[config.mk]
export PLATFORM = sky130hd
export DESIGN_NAME = rle_packetizer
export DESIGN_NICKNAME = d
export VERILOG_FILES = /design/src/rtl/rle_pkg.sv /design/src/rtl/rle_run_encoder.sv /design/src/rtl/rle_entry_fifo.sv /design/src/rtl/rle_byte_framer.sv /design/src/rtl/rle_packetizer.sv
export SDC_FILE = /design/constraint.sdc
export NUM_CORES = 1
export LEC_CHECK = 0
export BUFFER_PORTS_ARGS = -buffer_cell sky130_fd_sc_hd__buf_4
export CORE_ASPECT_RATIO = 2
export CORE_MARGIN = 1
export CORE_UTILIZATION = 30
export CTS_CLUSTER_SIZE = 20
export DETAILED_ROUTE_END_ITERATION = 12
export PLACE_DENSITY = 0.57
export SLEW_MARGIN = 20
export SYNTH_ARGS = -nofsm -noshare
export SYNTH_HDL_FRONTEND = slang
export SYNTH_SLANG_ARGS = --single-unit
[constraint.sdc]
create_clock -name clk -period 6 [get_ports clk]
set_input_delay 1.5 -clock clk [delete_from_list [all_inputs] [get_ports clk]]
set_output_delay 1.5 -clock clk [all_outputs]
set_load 0.005 [all_outputs]
[src/rtl/rle_pkg.sv]
package rle_pkg;
   typedef enum logic [1:0] {
      FL_IDLE  = 2'd0,
      FL_CLOSE = 2'd1,
      FL_MARK  = 2'd2
   } flush_st_t;

   function automatic int bits_for(input int n);
      return (n > 1) ? $clog2(n) : 1;
   endfunction
endpackage

[src/rtl/rle_run_encoder.sv]
module rle_run_encoder
   import rle_pkg::*;
#(
   parameter int SAMPLE_W = 16,
   parameter int RUN_W    = 8,
   parameter int EW       = SAMPLE_W + RUN_W + 2
) (
   input  logic                clk,
   input  logic                rst_n,
   input  logic                smp_valid,
   input  logic [SAMPLE_W-1:0] smp_data,
   input  logic                trig_mark,
   input  logic                flush_req,
   input  logic                fifo_full,
   output logic                in_ready,
   output logic                push,
   output logic [EW-1:0]       push_entry
);
   localparam int MARK_BIT = RUN_W + SAMPLE_W;
   localparam int TRIG_BIT = MARK_BIT + 1;
   localparam logic [RUN_W-1:0] RUN_MAX = '1;
   localparam logic [RUN_W-1:0] RUN_ONE = RUN_W'(1);

   logic                run_open;
   logic                run_trig;
   logic [SAMPLE_W-1:0] run_val;
   logic [RUN_W-1:0]    run_cnt;
   flush_st_t           fl_st;
   logic                take;
   logic                flush_go;
   logic                brk;
   logic [EW-1:0]       run_entry;
   logic [EW-1:0]       mark_entry;

   assign in_ready   = (fl_st == FL_IDLE) && !fifo_full;
   assign take       = smp_valid && in_ready;
   assign flush_go   = flush_req && in_ready;
   assign brk        = run_open && ((smp_data != run_val) || (run_cnt == RUN_MAX) || trig_mark);
   assign run_entry  = {run_trig, 1'b0, run_val, run_cnt};
   assign mark_entry = {1'b0, 1'b1, {(SAMPLE_W + RUN_W){1'b0}}};

   always_comb begin
      push       = 1'b0;
      push_entry = run_entry;
      if (take && brk) begin
         push = 1'b1;
      end else if (fl_st == FL_CLOSE && !fifo_full) begin
         push       = 1'b1;
         push_entry = run_open ? run_entry : mark_entry;
      end else if (fl_st == FL_MARK && !fifo_full) begin
         push       = 1'b1;
         push_entry = mark_entry;
      end
   end

   always_ff @(posedge clk) begin
      if (!rst_n) begin
         run_open <= 1'b0;
         run_trig <= 1'b0;
         run_val  <= '0;
         run_cnt  <= '0;
         fl_st    <= FL_IDLE;
      end else begin
         if (take) begin
            if (!run_open || brk) begin
               run_open <= 1'b1;
               run_val  <= smp_data;
               run_cnt  <= RUN_ONE;
               run_trig <= trig_mark;
            end else begin
               run_cnt <= run_cnt + RUN_ONE;
            end
         end
         case (fl_st)
            FL_IDLE: if (flush_go) fl_st <= FL_CLOSE;
            FL_CLOSE: if (!fifo_full) begin
               if (run_open) begin
                  run_open <= 1'b0;
                  fl_st    <= FL_MARK;
               end else begin
                  fl_st <= FL_IDLE;
               end
            end
            FL_MARK: if (!fifo_full) fl_st <= FL_IDLE;
            default: fl_st <= FL_IDLE;
         endcase
      end
   end

   // a data entry entering the queue always carries a non-zero count
   assert_no_zero_run_R4: assert property (@(posedge clk) disable iff (!rst_n)
      (push && !push_entry[MARK_BIT]) |-> (push_entry[RUN_W-1:0] != '0));

   // an accepted flush stalls the sample input on the next cycle
   assert_flush_stall_R10: assert property (@(posedge clk) disable iff (!rst_n)
      flush_go |=> !in_ready);

   // a trigger-flagged entry never carries the marker flag
   assert_trig_not_mark_R6: assert property (@(posedge clk) disable iff (!rst_n)
      (push && push_entry[TRIG_BIT]) |-> !push_entry[MARK_BIT]);
endmodule

[src/rtl/rle_entry_fifo.sv]
module rle_entry_fifo #(
   parameter int EW    = 26,
   parameter int DEPTH = 4
) (
   input  logic          clk,
   input  logic          rst_n,
   input  logic          push,
   input  logic [EW-1:0] push_entry,
   input  logic          pop,
   output logic [EW-1:0] head,
   output logic          empty,
   output logic          full
);
   localparam int AW = rle_pkg::bits_for(DEPTH);
   localparam int CW = $clog2(DEPTH + 1);
   localparam logic [AW-1:0] A_LAST = AW'(DEPTH - 1);
   localparam logic [AW-1:0] A_ONE  = AW'(1);
   localparam logic [CW-1:0] C_FULL = CW'(DEPTH);
   localparam logic [CW-1:0] C_ONE  = CW'(1);

   logic [EW-1:0] mem [DEPTH];
   logic [AW-1:0] wr_ptr, rd_ptr, wr_nxt, rd_nxt;
   logic [CW-1:0] fill;

   if (DEPTH < 2) begin : g_depth_chk
      $error("rle_entry_fifo: DEPTH must be at least 2");
   end

   if ((DEPTH & (DEPTH - 1)) == 0) begin : g_pow2
      assign wr_nxt = wr_ptr + A_ONE;
      assign rd_nxt = rd_ptr + A_ONE;
   end else begin : g_wrap
      assign wr_nxt = (wr_ptr == A_LAST) ? '0 : wr_ptr + A_ONE;
      assign rd_nxt = (rd_ptr == A_LAST) ? '0 : rd_ptr + A_ONE;
   end

   assign empty = (fill == '0);
   assign full  = (fill == C_FULL);
   assign head  = mem[rd_ptr];

   always_ff @(posedge clk) begin
      if (push) mem[wr_ptr] <= push_entry;
   end

   always_ff @(posedge clk) begin
      if (!rst_n) begin
         wr_ptr <= '0;
         rd_ptr <= '0;
         fill   <= '0;
      end else begin
         if (push) wr_ptr <= wr_nxt;
         if (pop)  rd_ptr <= rd_nxt;
         if (push && !pop)      fill <= fill + C_ONE;
         else if (pop && !push) fill <= fill - C_ONE;
      end
   end

   // the encoder never writes into a full queue
   assert_no_overflow_R10: assert property (@(posedge clk) disable iff (!rst_n)
      push |-> !full);

   // the framer never reads an empty queue
   assert_no_underflow_R10: assert property (@(posedge clk) disable iff (!rst_n)
      pop |-> !empty);
endmodule

[src/rtl/rle_byte_framer.sv]
module rle_byte_framer #(
   parameter int SAMPLE_W        = 16,
   parameter int RUN_W           = 8,
   parameter int EW              = SAMPLE_W + RUN_W + 2,
   parameter int ENTRIES_PER_PKT = 5,
   parameter int PKTS_PER_CHUNK  = 5,
   parameter int CNT_W           = 16
) (
   input  logic             clk,
   input  logic             rst_n,
   input  logic [EW-1:0]    head,
   input  logic             fifo_empty,
   output logic             pop,
   output logic [7:0]       out_data,
   output logic             out_valid,
   input  logic             out_ready,
   output logic             trig_seen,
   output logic [CNT_W-1:0] pre_trig_pkts,
   output logic [CNT_W-1:0] pre_trig_entries,
   output logic [CNT_W-1:0] pkt_count,
   output logic [CNT_W-1:0] entry_count
);
   localparam int VB       = SAMPLE_W / 8;
   localparam int EB       = VB + 1;
   localparam int BW       = rle_pkg::bits_for(EB);
   localparam int EIW      = $clog2(ENTRIES_PER_PKT + 1);
   localparam int PIW      = rle_pkg::bits_for(PKTS_PER_CHUNK);
   localparam int MARK_BIT = RUN_W + SAMPLE_W;
   localparam int TRIG_BIT = MARK_BIT + 1;
   localparam logic [BW-1:0]  B_LAST = BW'(EB - 1);
   localparam logic [BW-1:0]  B_ONE  = BW'(1);
   localparam logic [EIW-1:0] E_SEQ  = EIW'(ENTRIES_PER_PKT);
   localparam logic [EIW-1:0] E_ONE  = EIW'(1);
   localparam logic [PIW-1:0] P_LAST = PIW'(PKTS_PER_CHUNK - 1);
   localparam logic [PIW-1:0] P_ONE  = PIW'(1);
   localparam logic [CNT_W-1:0] C_ONE = CNT_W'(1);

   logic [7:0]     ent_bytes [EB];
   logic [BW-1:0]  b_idx;
   logic [EIW-1:0] e_idx;
   logic [PIW-1:0] p_idx;
   logic [7:0]     seq;
   logic           padding;
   logic           seq_slot;
   logic           head_data;
   logic           head_mark;
   logic           fire;

   for (genvar g = 0; g < VB; g++) begin : g_val_bytes
      assign ent_bytes[g] = head[RUN_W + 8*g +: 8];
   end
   if (RUN_W == 8) begin : g_cnt_full
      assign ent_bytes[VB] = head[7:0];
   end else begin : g_cnt_ext
      assign ent_bytes[VB] = {{(8 - RUN_W){1'b0}}, head[RUN_W-1:0]};
   end

   assign seq_slot  = (e_idx == E_SEQ);
   assign head_data = !fifo_empty && !head[MARK_BIT];
   assign head_mark = !fifo_empty && head[MARK_BIT];

   always_comb begin
      out_valid = 1'b0;
      out_data  = 8'h00;
      if (seq_slot) begin
         out_valid = 1'b1;
         out_data  = seq;
      end else if (padding) begin
         out_valid = 1'b1;
      end else if (head_data) begin
         out_valid = 1'b1;
         out_data  = ent_bytes[b_idx];
      end
   end

   assign fire = out_valid && out_ready;
   assign pop  = !seq_slot && !padding &&
                 ((head_data && fire && (b_idx == B_LAST)) || head_mark);

   always_ff @(posedge clk) begin
      if (!rst_n) begin
         b_idx            <= '0;
         e_idx            <= '0;
         p_idx            <= '0;
         seq              <= '0;
         padding          <= 1'b0;
         trig_seen        <= 1'b0;
         pre_trig_pkts    <= '0;
         pre_trig_entries <= '0;
         pkt_count        <= '0;
         entry_count      <= '0;
      end else if (seq_slot) begin
         if (fire) begin
            seq       <= seq + 8'd1;
            e_idx     <= '0;
            pkt_count <= pkt_count + C_ONE;
            if (p_idx == P_LAST) begin
               p_idx   <= '0;
               padding <= 1'b0;
            end else begin
               p_idx <= p_idx + P_ONE;
            end
         end
      end else if (padding || head_data) begin
         if (fire) begin
            if (b_idx == B_LAST) begin
               b_idx <= '0;
               e_idx <= e_idx + E_ONE;
               if (!padding) begin
                  entry_count <= entry_count + C_ONE;
                  if (head[TRIG_BIT] && !trig_seen) begin
                     trig_seen        <= 1'b1;
                     pre_trig_pkts    <= pkt_count;
                     pre_trig_entries <= entry_count;
                  end
               end
            end else begin
               b_idx <= b_idx + B_ONE;
            end
         end
      end else if (head_mark) begin
         if (e_idx != '0 || p_idx != '0) padding <= 1'b1;
      end
   end

   // a stalled byte stays on the output unchanged
   assert_hold_R9: assert property (@(posedge clk) disable iff (!rst_n)
      (out_valid && !out_ready) |=> (out_valid && $stable(out_data)));

   // padding finishes only on a chunk boundary
   assert_pad_end_R8: assert property (@(posedge clk) disable iff (!rst_n)
      $fell(padding) |-> (p_idx == '0 && e_idx == '0));

   // trigger latches freeze once set
   assert_trig_once_R7: assert property (@(posedge clk) disable iff (!rst_n)
      trig_seen |=> (trig_seen && $stable(pre_trig_pkts) && $stable(pre_trig_entries)));

   // the pre-trigger packet count never exceeds the packet total
   assert_pre_bound_R7: assert property (@(posedge clk) disable iff (!rst_n)
      trig_seen |-> (pre_trig_pkts <= pkt_count));
endmodule

[src/rtl/rle_packetizer.sv]
module rle_packetizer #(
   parameter int SAMPLE_W        = 16,
   parameter int RUN_W           = 8,
   parameter int ENTRIES_PER_PKT = 5,
   parameter int PKTS_PER_CHUNK  = 5,
   parameter int QUEUE_DEPTH     = 4,
   parameter int CNT_W           = 16
) (
   input  logic                clk,
   input  logic                rst_n,
   input  logic                smp_valid,
   input  logic [SAMPLE_W-1:0] smp_data,
   input  logic                trig_mark,
   input  logic                flush_req,
   output logic                in_ready,
   output logic [7:0]          out_data,
   output logic                out_valid,
   input  logic                out_ready,
   output logic                trig_seen,
   output logic [CNT_W-1:0]    pre_trig_pkts,
   output logic [CNT_W-1:0]    pre_trig_entries,
   output logic [CNT_W-1:0]    pkt_count,
   output logic [CNT_W-1:0]    entry_count
);
   localparam int EW = SAMPLE_W + RUN_W + 2;

   if (SAMPLE_W < 8 || (SAMPLE_W % 8) != 0) begin : g_chk_sw
      $error("rle_packetizer: SAMPLE_W must be a positive multiple of 8");
   end
   if (RUN_W < 1 || RUN_W > 8) begin : g_chk_rw
      $error("rle_packetizer: RUN_W must lie in 1..8");
   end
   if (ENTRIES_PER_PKT < 1 || PKTS_PER_CHUNK < 1) begin : g_chk_pk
      $error("rle_packetizer: packet and chunk sizes must be at least 1");
   end

   logic          q_push, q_pop, q_empty, q_full;
   logic [EW-1:0] q_in, q_head;

   rle_run_encoder #(.SAMPLE_W(SAMPLE_W), .RUN_W(RUN_W), .EW(EW)) u_enc (
      .clk(clk), .rst_n(rst_n), .smp_valid(smp_valid), .smp_data(smp_data),
      .trig_mark(trig_mark), .flush_req(flush_req), .fifo_full(q_full),
      .in_ready(in_ready), .push(q_push), .push_entry(q_in)
   );

   rle_entry_fifo #(.EW(EW), .DEPTH(QUEUE_DEPTH)) u_q (
      .clk(clk), .rst_n(rst_n), .push(q_push), .push_entry(q_in),
      .pop(q_pop), .head(q_head), .empty(q_empty), .full(q_full)
   );

   rle_byte_framer #(
      .SAMPLE_W(SAMPLE_W), .RUN_W(RUN_W), .EW(EW),
      .ENTRIES_PER_PKT(ENTRIES_PER_PKT), .PKTS_PER_CHUNK(PKTS_PER_CHUNK),
      .CNT_W(CNT_W)
   ) u_frm (
      .clk(clk), .rst_n(rst_n), .head(q_head), .fifo_empty(q_empty),
      .pop(q_pop), .out_data(out_data), .out_valid(out_valid),
      .out_ready(out_ready), .trig_seen(trig_seen),
      .pre_trig_pkts(pre_trig_pkts), .pre_trig_entries(pre_trig_entries),
      .pkt_count(pkt_count), .entry_count(entry_count)
   );
endmodule

==> flow_metrics.py <==
metrics = {
    "worst_setup_path": {
        "path_class": "flip-flop to primary output",
        "reg2reg_depth": 8,
        "slowest_delay_ps": 870,
        "crit_path_end_kind": "primary output",
        "path_cells": "buf_4 -> mux4_2 -> mux2i_1 -> a2bb2oi_1 -> nand2_1 -> buf_4",
        "worstPathArrival_ps": 3050,
        "slowest_stage": "dfxtp_1",
        "worstReg2RegEnd": "u_q.fill[2]",
        "cp_common_cell": "buf_4",
        "r2r_slack_ps": 2290,
        "start_kind": "flip-flop",
        "cp_num_buf_inv": 2,
        "crit_family": "flip-flops",
        "crit_fanout": 14,
        "worstPathRequired_ps": 4500,
    },
    "die": {
        "std_cell_rows": 92,
        "dieWidth_um": 129,
        "die_area_mm2": 0.0330,
        "ios": 97,
        "start_util_pct": 30.6,
        "chipHeight_um": 256,
        "coreArea_mm2": 0.0317,
    },
    "power": {
        "p_total_mw": 4.02,
        "p_leak_nw": 4.14,
        "ir_drop_mv": 0.186,
        "internal_power_mw": 2.84,
        "switching_share_pct": 29.3,
        "powerDensity_mw_per_mm2": 349,
        "clockPowerShare_pct": 31.9,
        "comb_power_share_pct": 21.5,
        "switchingPower_mw": 1.18,
        "pwr-share-seq_pct": 46.6,
    },
    "synth": {
        "avgSynthCellArea_um2": 10.9,
        "synthTopCellsByCount": "nand2_1 (133), dfxtp_1 (119), edfxtp_1 (104)",
        "yosysMostFrequentCell": "nand2_1",
        "ys_seq_elements": 223,
        "syn_inst": 889,
        "synth_area_mm2": 0.00968,
        "yosysUniqueCellTypes": 48,
        "postSynth.asyncResetShare_pct": 0,
        "synth.net_count": 923,
        "synth_edf_count": 104,
        "ys_seq_area_share_pct": 56.8,
        "yosysTopAreaCell": "edfxtp_1",
        "synth_top_area_share_pct": 32.2,
        "synth_ff_type": "dfxtp_1",
        "ys_warn_count": 0,
        "synthTopCellsByArea": "edfxtp_1 (32%), dfxtp_1 (25%), mux4_2 (6.0%), nand2_1 (5.2%), xor2_1 (3.8%)",
    },
    "drt": {
        "drc": 0,
        "avgViaCountPerCell": 4.86,
        "wl_mm": 22.8,
        "drt_iter0_drc": 248,
        "drt-pass1-iter-count": 4,
        "vias": 6841,
        "post_drt_wl_per_cell_um": 16.2,
        "final_antenna_net_count": 0,
    },
    "timing": {
        "clock.fmax_mhz": 220,
        "fin_skew_ps": 23.2,
        "tightest_slew_ps": 945,
        "grt_setup_unrepaired": "no",
        "setup-tns-final_ps": 0,
        "period_needed_ps": 4550,
        "finalSetupViolCount": 0,
        "fin_crit_sh_pct": 75.8,
        "finalHoldViolCount": 0,
        "max-slew-margin-rel_pct": 36.5,
        "final-max-slew-violation-count": 0,
    },
    "layout": {
        "diodes": 0,
        "regArea_mm2": 0.00551,
        "layout-drive-gt1-share_pct": 18.0,
        "num-fill-cells": 3139,
        "final_net_count": 1002,
        "final_core_util_pct": 36.3,
        "areaGrowthSynthToFinish_pct": 18.8,
        "multi_input_area_mm2": 0.00397,
    },
    "clocking": {
        "post_cts_buffers": 0,
        "cts-root-buf": "clkbuf_16",
        "cts_made_buffers": 22,
        "clkTransAtPathRegs_ps": 60,
        "clockBufferDepth": 3,
        "ctsResizeCount": 0,
        "holdBufCountCts": 0,
        "cts_sinks": 223,
        "clock_latency_ps": 530,
        "cts_max_level": 1,
        "cts_tree": "yes",
    },
    "grt": {
        "grt_max_degree": 54,
        "grt_pass1_wl_mm": 36.2,
        "met1_usage_pct": 14.1,
        "use_met2_pct": 27.9,
        "grt_use_met3_pct": 1.40,
        "grt_usage_pct": 14.0,
        "grt_overflow": 0,
        "antenna_found_initial": 0,
        "top_usage_layer": "met2",
        "grt_pass1_vias": 6775,
    },
    "place": {
        "gp_congestion": 0.755,
        "io_buffers": 96,
        "dp_hpwl_mm": 15.9,
    },
    "min_path": {
        "hold_depth": 2,
        "hold_class": "flip-flop to flip-flop",
        "hp-start": "u_frm.pre_trig_pkts[10]",
        "whs_endpoint": "u_frm.pre_trig_pkts[10]",
    },
    "flow_run": {
        "cap_violations": 0,
    },
    "status": {
        "status": "complete, no violations",
    },
}
## cells by family (layout without fill, tap and decap cells)
logic type	after synthesis	after routing	synth area share (%)
simple gates	370	370	18.8
mux	40	40	7.49
fa+ha+maj	12	12	1.63
compound gates	130	130	8.06
xor+xnor	51	51	4.61
buf+inv	63	158	2.52
flops	223	223	56.8
## worst reg2reg max path, cell delays in order, from the launching register on
cell and delay (ps):
dfxtp_1 870, mux4_2 680, o21ai_0 720, ha_1 320, inv_1 60, fa_1 370, xor2_1 150, or3_1 310
a21oi_1 150
## layout make-up
class	count	share of cell area, %
inverters	10	0.326
multi-input cells	603	34.5
well taps	423	4.60
clock inverters	15	0.837
repair buffers	108	7.05
flip-flops and latches	223	47.8
clock buffers	25	4.88
## worst max path at each step
stage | from | to | slack, ps | cells after the start
final | flip-flop | out_data[5] | 1450 | 6
after global routing | flip-flop | out_data[5] | 1210 | 6
after CTS | flip-flop | out_data[5] | 1310 | 6
after detailed placement | smp_data[9] | u_q.mem[3][19] | 1780 | 7
after global placement | smp_data[2] | u_enc.run_val[15] | 1790 | 5
after floorplan | smp_valid | u_q.mem[0][0] | 1080 | 6
## registers in the layout (all words and copies together), names as in the netlist, 2 cells and up, named ones only
register and count:
u_enc.fl_st 2, u_enc.run_cnt 8, u_enc.run_val 16, u_frm.b_idx 2
u_frm.e_idx 3, u_frm.entry_count 16, u_frm.p_idx 3, u_frm.pkt_count 16
u_frm.pre_trig_entries 16, u_frm.pre_trig_pkts 16, u_frm.seq 8, u_q.fill 3
u_q.mem 104, u_q.rd_ptr 2, u_q.wr_ptr 2
## cells in the final DEF (no fill, tap or decap), types with 2 or more instances in the layout
cell | Yosys | layout
nand3_1 | 37 | 36
nand4b_1 | 2 | 2
and3_1 | 28 | 28
a211oi_1 | 6 | 6
a2bb2oi_1 | 8 | 8
nand4_1 | 15 | 15
o31ai_1 | 2 | 2
and2_1 | 28 | 28
buf_4 | 1 | 108
a31oi_1 | 2 | 2
o311ai_0 | 16 | 16
xnor2_1 | 9 | 9
and4_1 | 5 | 4
or3_1 | 12 | 12
dfxtp_1 | 119 | 119
mux4_2 | 26 | 26
nor3b_2 | 0 | 4
nor3_1 | 11 | 11
inv_1 | 10 | 9
ha_1 | 11 | 11
edfxtp_1 | 104 | 104
clkinvlp_2 | 0 | 2
a21oi_1 | 70 | 70
clkbuf_1 | 43 | 3
xor2_1 | 42 | 42
mux2i_1 | 14 | 14
clkinv_1 | 0 | 6
nand3b_1 | 2 | 2
nand2b_1 | 4 | 4
nand2_1 | 133 | 133
clkinv_4 | 0 | 3
clkbuf_16 | 0 | 22
nor4_1 | 4 | 4
o21ai_0 | 21 | 20
nor3b_1 | 11 | 7
or4_1 | 3 | 3
nor2_1 | 66 | 66
nor2b_1 | 2 | 2
## power by group through the flow
stage | Clock (mW) | Combinational, mW | Sequential (mW)
6_report | 1.28 | 0.863 | 1.87
5_1_grt | 1.38 | 0.946 | 1.89
4_1_cts | 1.33 | 0.885 | 1.88
3_5_place_dp | 0 | 0.882 | 1.91
3_3_place_gp | 0 | 0.866 | 1.90
2_1_floorplan | 0 | 0.619 | 1.86
## per-layer routing
metal / vias up / routed length [um]
met5: - / 0
met4: 0 / 756
met3: 43 / 611
met2: 122 / 12900
met1: 3307 / 8450
li1: 3369 / -
## through the flow
stage | area [um2] | setup WS (ps) | hold WS (ps) | cells
after floorplan | 9680 | 1080 | 453 | 889
after global placement | 10800 | 1790 | 442 | 1367
after detailed placement | 10800 | 1780 | 447 | 1367
after CTS | 11500 | 1310 | 456 | 1407
after global routing | 11500 | 1210 | 467 | 1407
final | 11500 | 1450 | 451 | 1407
No activity file was read; power rests on OpenSTA's default activity.
